$ cat src/rtl/mdio_pkg.sv
package mdio_pkg;
  // Bit index over preamble (0..31) and frame (32..63).
  localparam int IDX_W = 6;
  typedef logic [IDX_W-1:0] idx_t;

  localparam idx_t FRAME_FIRST = idx_t'(32);
  localparam idx_t TA1_IDX     = idx_t'(46);
  localparam idx_t TA2_IDX     = idx_t'(47);
  localparam idx_t DATA_IDX    = idx_t'(48);
  localparam idx_t LAST_IDX    = idx_t'(63);

  // 32-bit frame, transmitted from bit 31 downwards.
  function automatic logic [31:0] build_frame(input logic rd, input logic [4:0] phy,
                                              input logic [4:0] regad, input logic [15:0] wd);
    return {2'b01, (rd ? 2'b10 : 2'b01), phy, regad,
            (rd ? 2'b11 : 2'b10), (rd ? 16'hFFFF : wd)};
  endfunction

  function automatic logic bit_val(input idx_t i, input logic [31:0] frame);
    return (i < FRAME_FIRST) ? 1'b1 : frame[~i[4:0]];
  endfunction

  function automatic logic bit_oe(input idx_t i, input logic rd);
    return !(rd && (i >= TA1_IDX));
  endfunction
endpackage

$ cat src/rtl/mdc_gen.sv
module mdc_gen #(
  parameter int DIV_W    = 8,
  parameter int MIN_HALF = 5
) (
  input  logic             clk,
  input  logic             rst,
  input  logic             run,
  input  logic [DIV_W-1:0] half_div,
  output logic             mdc,
  output logic             rise_tk,
  output logic             fall_tk
);
  localparam logic [DIV_W-1:0] MINV = DIV_W'(MIN_HALF);

  logic [DIV_W-1:0] eff;
  logic [DIV_W-1:0] hc;
  logic             wrap;

  assign eff     = (half_div < MINV) ? MINV : half_div;
  assign wrap    = run && (hc >= eff - 1'b1);
  assign rise_tk = wrap && !mdc;
  assign fall_tk = wrap && mdc;

  always_ff @(posedge clk) begin
    if (rst || !run) begin
      hc  <= '0;
      mdc <= 1'b0;
    end else if (wrap) begin
      hc  <= '0;
      mdc <= ~mdc;
    end else begin
      hc  <= hc + 1'b1;
    end
  end


  mdc_idle_low_chk: assert property (@(posedge clk) disable iff (rst) !run |=> !mdc);

  mdc_hold_chk: assert property (@(posedge clk) disable iff (rst)
    (run && !wrap) |=> (mdc == $past(mdc)));
endmodule

$ cat src/rtl/mdio_tx_seq.sv
module mdio_tx_seq
  import mdio_pkg::*;
(
  input  logic        clk,
  input  logic        rst,
  input  logic        cmd_start,
  input  logic        cmd_read,
  input  logic        cmd_preamble,
  input  logic [4:0]  cmd_phy,
  input  logic [4:0]  cmd_reg,
  input  logic [15:0] cmd_wdata,
  input  logic        resync_req,
  input  logic        fall_tk,
  output logic        busy,
  output logic        done,
  output logic        mdio_o,
  output logic        mdio_oe,
  output idx_t        bit_idx,
  output logic        is_read,
  output logic        accept,
  output logic        accept_pre
);
  logic [31:0] frame_q;
  logic [31:0] frame_new;
  idx_t        first_idx;
  idx_t        next_idx;
  logic        last_bit;

  assign accept     = cmd_start && !busy;
  assign accept_pre = accept && (cmd_preamble || resync_req);
  assign frame_new  = build_frame(cmd_read, cmd_phy, cmd_reg, cmd_wdata);
  assign first_idx  = (cmd_preamble || resync_req) ? '0 : FRAME_FIRST;
  assign next_idx   = bit_idx + 1'b1;
  assign last_bit   = (bit_idx == LAST_IDX);

  always_ff @(posedge clk) begin
    if (rst) begin
      busy    <= 1'b0;
      done    <= 1'b0;
      mdio_o  <= 1'b1;
      mdio_oe <= 1'b0;
      bit_idx <= '0;
      is_read <= 1'b0;
      frame_q <= '0;
    end else begin
      done <= 1'b0;
      if (accept) begin
        busy    <= 1'b1;
        frame_q <= frame_new;
        is_read <= cmd_read;
        bit_idx <= first_idx;
        mdio_o  <= bit_val(first_idx, frame_new);
        mdio_oe <= 1'b1;
      end else if (busy && fall_tk) begin
        if (last_bit) begin
          busy    <= 1'b0;
          done    <= 1'b1;
          mdio_o  <= 1'b1;
          mdio_oe <= 1'b0;
        end else begin
          bit_idx <= next_idx;
          mdio_o  <= bit_val(next_idx, frame_q);
          mdio_oe <= bit_oe(next_idx, is_read);
        end
      end
    end
  end


  idle_release_chk: assert property (@(posedge clk) disable iff (rst) !busy |-> !mdio_oe);

  done_pulse_chk: assert property (@(posedge clk) disable iff (rst) done |=> !done);

  done_after_busy_chk: assert property (@(posedge clk) disable iff (rst)
    done |-> (!busy && $past(busy)));

  start_ignored_chk: assert property (@(posedge clk) disable iff (rst)
    (busy && cmd_start) |=> ($stable(frame_q) && $stable(is_read)));

  read_release_chk: assert property (@(posedge clk) disable iff (rst)
    (busy && is_read && (bit_idx >= TA1_IDX)) |-> !mdio_oe);

  mdio_change_chk: assert property (@(posedge clk) disable iff (rst)
    (busy && $past(busy) && !$past(fall_tk)) |-> ($stable(mdio_o) && $stable(mdio_oe)));
endmodule

$ cat src/rtl/mdio_rd_capture.sv
module mdio_rd_capture
  import mdio_pkg::*;
(
  input  logic        clk,
  input  logic        rst,
  input  logic        mdio_i,
  input  logic        rise_tk,
  input  logic        accept,
  input  logic        accept_pre,
  input  logic        busy,
  input  logic        is_read,
  input  idx_t        bit_idx,
  output logic [15:0] rd_data,
  output logic        ta_err,
  output logic        resync_req
);
  logic smp_en;
  assign smp_en = busy && is_read && rise_tk;

  always_ff @(posedge clk) begin
    if (rst) begin
      rd_data    <= '0;
      ta_err     <= 1'b0;
      resync_req <= 1'b0;
    end else if (accept) begin
      ta_err <= 1'b0;
      if (accept_pre) resync_req <= 1'b0;
    end else if (smp_en) begin
      if ((bit_idx == TA2_IDX) && mdio_i) begin
        ta_err     <= 1'b1;
        resync_req <= 1'b1;
      end
      if (bit_idx >= DATA_IDX) rd_data <= {rd_data[14:0], mdio_i};
    end
  end


  ta_err_read_only_chk: assert property (@(posedge clk) disable iff (rst)
    $rose(ta_err) |-> is_read);

  resync_clear_chk: assert property (@(posedge clk) disable iff (rst)
    $fell(resync_req) |-> $past(accept_pre));

  rd_stable_chk: assert property (@(posedge clk) disable iff (rst)
    !busy |=> $stable(rd_data));
endmodule

$ cat src/rtl/mdio_master.sv
module mdio_master
  import mdio_pkg::*;
#(
  parameter int DIV_W    = 8,
  parameter int MIN_HALF = 5
) (
  input  logic             clk,
  input  logic             rst,
  input  logic             cmd_start,
  input  logic             cmd_read,
  input  logic             cmd_preamble,
  input  logic [4:0]       cmd_phy,
  input  logic [4:0]       cmd_reg,
  input  logic [15:0]      cmd_wdata,
  input  logic [DIV_W-1:0] half_div,
  input  logic             mdio_i,
  output logic             mdc,
  output logic             mdio_o,
  output logic             mdio_oe,
  output logic             busy,
  output logic             done,
  output logic [15:0]      rd_data,
  output logic             ta_err
);
  logic rise_tk, fall_tk;
  logic resync_req, is_read, accept, accept_pre;
  idx_t bit_idx;

  mdc_gen #(.DIV_W(DIV_W), .MIN_HALF(MIN_HALF)) u_clk (
    .clk(clk), .rst(rst), .run(busy), .half_div(half_div),
    .mdc(mdc), .rise_tk(rise_tk), .fall_tk(fall_tk));

  mdio_tx_seq u_tx (
    .clk(clk), .rst(rst), .cmd_start(cmd_start), .cmd_read(cmd_read),
    .cmd_preamble(cmd_preamble), .cmd_phy(cmd_phy), .cmd_reg(cmd_reg),
    .cmd_wdata(cmd_wdata), .resync_req(resync_req), .fall_tk(fall_tk),
    .busy(busy), .done(done), .mdio_o(mdio_o), .mdio_oe(mdio_oe),
    .bit_idx(bit_idx), .is_read(is_read), .accept(accept), .accept_pre(accept_pre));

  mdio_rd_capture u_rx (
    .clk(clk), .rst(rst), .mdio_i(mdio_i), .rise_tk(rise_tk),
    .accept(accept), .accept_pre(accept_pre), .busy(busy), .is_read(is_read),
    .bit_idx(bit_idx), .rd_data(rd_data), .ta_err(ta_err), .resync_req(resync_req));
endmodule

$ cat config.mk
export PLATFORM = sky130hd
export DESIGN_NAME = mdio_master
export DESIGN_NICKNAME = d
export VERILOG_FILES = /design/src/rtl/mdio_pkg.sv /design/src/rtl/mdc_gen.sv /design/src/rtl/mdio_tx_seq.sv /design/src/rtl/mdio_rd_capture.sv /design/src/rtl/mdio_master.sv
export SDC_FILE = /design/constraint.sdc
export NUM_CORES = 1
export LEC_CHECK = 0
export BUFFER_PORTS_ARGS = -buffer_cell sky130_fd_sc_hd__buf_2
export CORE_MARGIN = 4
export CORE_UTILIZATION = 55
export CTS_CLUSTER_DIAMETER = 120
export DETAILED_ROUTE_END_ITERATION = 8
export GPL_TIMING_DRIVEN = 0
export PLACE_DENSITY = 0.85
export SYNTH_ARGS = -nofsm -noshare
export SYNTH_HDL_FRONTEND = slang
export SYNTH_SLANG_ARGS = --single-unit
$ cat constraint.sdc
create_clock -name clk -period 4.2 [get_ports clk]
set_input_delay 0.42 -clock clk [delete_from_list [all_inputs] [get_ports clk]]
set_output_delay 0.42 -clock clk [all_outputs]
set_load 0.01 [all_outputs]
==> summary.md <==
| Metric | Value |
|---|---|
| Number of distinct library cells after synthesis | `47` |
| Final hold vios | `0` |
| Via count | `3224` |
| Crit-path max cell delay | `0.42 ns` |
| Post-DP HPWL | `6090 um` |
| Post-CTS Repair Setup Buffers | `0` |
| Max FO, Critical Path | `10` |
| Final setup fails | `0` |
| VDD IR max | `0.221 mV` |
| Critical path data required time | `4.46 ns` |
| Least-Margin Pin Slew | `0.549 ns` |
| Post-Route WL | `8290 um` |
| GRT Overall Usage | `23.1%` |
| WL per Instance | `14.9 um` |
| Synth top area share | `39.3%` |
| Port-buffer cells | `59` |
| Static Leakage | `1.52 nW` |
| Clock Sinks | `66` |
| Outcome | `completed` |
| Initial antenna violation count | `0` |
| Synth Instances | `405` |
| ANT nets after route | `0` |
| Clock transition at path regs | `0.07 ns` |
| Cts hold-fix bufs | `0` |
| Total core area | `5920 um2` |
| Clk_lat worst skew | `0.34 ns` |
| Reg2reg end | `u_clk.hc[7]` |
| #FFs+latches synth | `66` |
| H-tree depth | `3` |
| FF-to-FF Start | `u_clk.hc[0]` |
| Total Nets Final | `526` |
| Clock root cell | `clkbuf_8` |
| Max Buffers Root-to-Sink | `2` |
| Die area | `7430 um2` |
| Fin Setup TNS | `0 ns` |
| Ant diodes | `0` |
| Cell Count Post-Placement | `539` |
| DR pass1 iterations | `5` |
| GP Congestion | `0.944` |
| Unrepaired setup endpoints after global routing | `no` |
| CP Capture Point | `u_tx.bit_idx[3]` |
| Row cnt | `28` |
| Setup CP Type | `input port to register` |
| Top FF cell, synth | `dfxtp_1` |
| Routed wl met2 | `4120 um` |
| Synth Cell Area | `3360 um2` |
| I/O Pins | `62` |
| R2r setup slk | `1.55 ns` |
| Die height | `86.2 um` |
| CP Depth | `15` |
| Total of max-cap violations | `0` |
| Kind of start point of the critical path | `input port` |
| Critical path startpoint | `half_div[5]` |
| CP Capture Type | `register` |
| Count leader, synth | `dfxtp_1` |
| Synth top area cells | `dfxtp_1 (39%), a21oi_1 (6.6%), nor3_1 (5.7%), nor2_1 (4.6%), ha_1 (4.1%)` |
| Top post-synthesis cells by count | `dfxtp_1 (66), a21oi_1 (44), nor2_1 (41)` |
| Total grt overflow | `0` |
| Iter 0 DRT Violations | `302` |
| # DRC | `0` |
| Top Metal Used | `met4` |
| CP max-delay cell | `or3_1` |
| Hold depth | `3` |
| DIE WIDTH | `86.2 um` |
| Rel. slew slack | `63.4%` |
| Largest net degree at the start of global routing | `11` |
| Sequence of cells on the critical path | `buf_2 > or3_1 > o41ai_1 > ha_1 > nand2_1 > or2_2 > xor2_1 > ha_1 > nand2_1 > o21ai_0 > and3_1 > a21oi_1 > clkbuf_1 > or3_1 > a31oi_1` |
| Syn_area_per_cell | `8.30 um2` |
| Post-synth EDFFs | `0` |
| Resize count post-CTS | `0` |
| Vias/cell | `5.81` |
| Worst min path class | `input port to register` |
| Non-Filler Instances | `555` |
| Num CTS Buffers | `9` |
| Syn nets | `456` |
| Final setup skew | `0.00884 ns` |
| Yosys top cell by area | `dfxtp_1` |
| Initial Util | `56.8%` |
| Routed met3 length | `429 um` |
| Sequential share of the synthesized area | `39.3%` |
| Pwr/cell area | `337 nW/um2` |
| Vias in the first global route | `3007` |
| Global-route wire length before repair | `13700 um` |
| Worst Path Arrival | `3.74 ns` |
| Final period util | `83.0%` |
| Fin. max-slew vios | `0` |
| YS warnings | `0` |
| Layout cell share with drive strength beyond 1 | `18.8%` |
| Area Overhead vs Synth | `17.5%` |
| Maximum clock frequency | `287 MHz` |
| Async S/R FF share, synth | `0%` |
| WP buf/inv | `2` |
| Reg2Reg Depth | `9` |
| TritonCTS clock tree | `built` |
| CP top delay family | `simple AND/OR/NAND/NOR gates` |
| Crit path time final | `3.49 ns` |
| Metal-1 WL | `3550 um` |
metrics by stage:
step	hold slack [ns]	utilization, %	setup WS, ns	area (um2)	total power [W]
6_report	0.316	66.7	0.714	3950	0.00133
5_1_grt	0.328	66.7	0.533	3950	0.00138
4_1_cts	0.310	66.7	0.761	3950	0.00134
3_5_place_dp	0.448	63.3	0.422	3750	0.000810
3_3_place_gp	0.444	63.3	0.461	3750	0.000803
2_1_floorplan	0.432	-	0.860	3360	0.000761
flip-flops by register name, indices dropped and copies added, names as in the netlist:
signal           count
u_tx.frame_q        29
u_rx.ta_err          1
u_tx.busy            1
u_tx.mdio_oe         1
u_tx.done            1
u_clk.mdc            1
u_rx.resync_req      1
u_rx.rd_data        16
u_tx.mdio_o          1
u_clk.hc             8
u_tx.bit_idx         6
area by class of cell:
| class | instances | area, um2 |
|---|---|---|
| fillers | 496 | 1970 |
| clock buffers | 14 | 163 |
| clock inverters | 2 | 35.0 |
| multi-input cells | 297 | 1850 |
| plain buffers | 37 | 166 |
| inverters | 5 | 18.8 |
| well taps | 75 | 93.8 |
| flip-flops and latches | 66 | 1320 |
| repair buffers | 59 | 295 |
kinds of logic (layout without fill, tap and decap cells):
group                      count (synthesis)  after routing  synth area share (%)
AOI/OAI and AO/OA                         92             92                  16.6
and+or+nand+nor                          167            167                  24.1
DFF                                       66             66                  39.3
xor gates and xnor gates                  16             16                  4.73
adders and majority gates                 11             11                  4.10
buffers and inverters                     42            117                  5.51
muxes                                     11             11                  5.62
how the worst min path moves through the flow:
stage | startpoint | endpoint | slack (ns)
floorplan | u_tx.frame_q[24] | u_tx.frame_q[24] | 0.43
global route | cmd_reg[4] | u_tx.frame_q[22] | 0.33
CTS | cmd_reg[4] | u_tx.frame_q[22] | 0.31
finish | cmd_reg[4] | u_tx.frame_q[22] | 0.32
global placement | u_tx.frame_q[27] | u_tx.frame_q[27] | 0.44
detailed placement | u_tx.frame_q[18] | u_tx.frame_q[18] | 0.45
cell usage in the layout (no fill, tap or decap), drive strengths merged, types with 6 or more instances in the layout:
cell type / netlist / final
nor2: 41 / 41
nand4: 17 / 17
xor2: 10 / 10
and3: 8 / 8
dfxtp: 66 / 66
o31ai: 17 / 17
mux4: 6 / 6
nand2: 33 / 33
nand3: 14 / 14
xnor2: 6 / 6
o21ai: 9 / 9
nor3: 38 / 38
clkbuf: 27 / 41
buf: 10 / 69
a21oi: 45 / 45
ha: 11 / 11
power by group:
part	leakage [nW]	internal, W	switching, W
clock network	0.101	0.000307	0.000227
logic	0.882	0.0000545	0.0000762
registers	0.539	0.000652	0.0000146
total	1.52	0.00101	0.000318
tightest hold or removal path: stages:
cell	delay (ns)
buf_2	0.09
nand2_1	0.04
a21oi_1	0.05
layer usage:
metal,vias up,global-route usage (%)
met5,-,0
met4,0,10.3
met3,21,4.47
met2,99,37.1
met1,1507,30.2
li1,1597,-
Note: power is estimated with default switching activity, not from simulation.
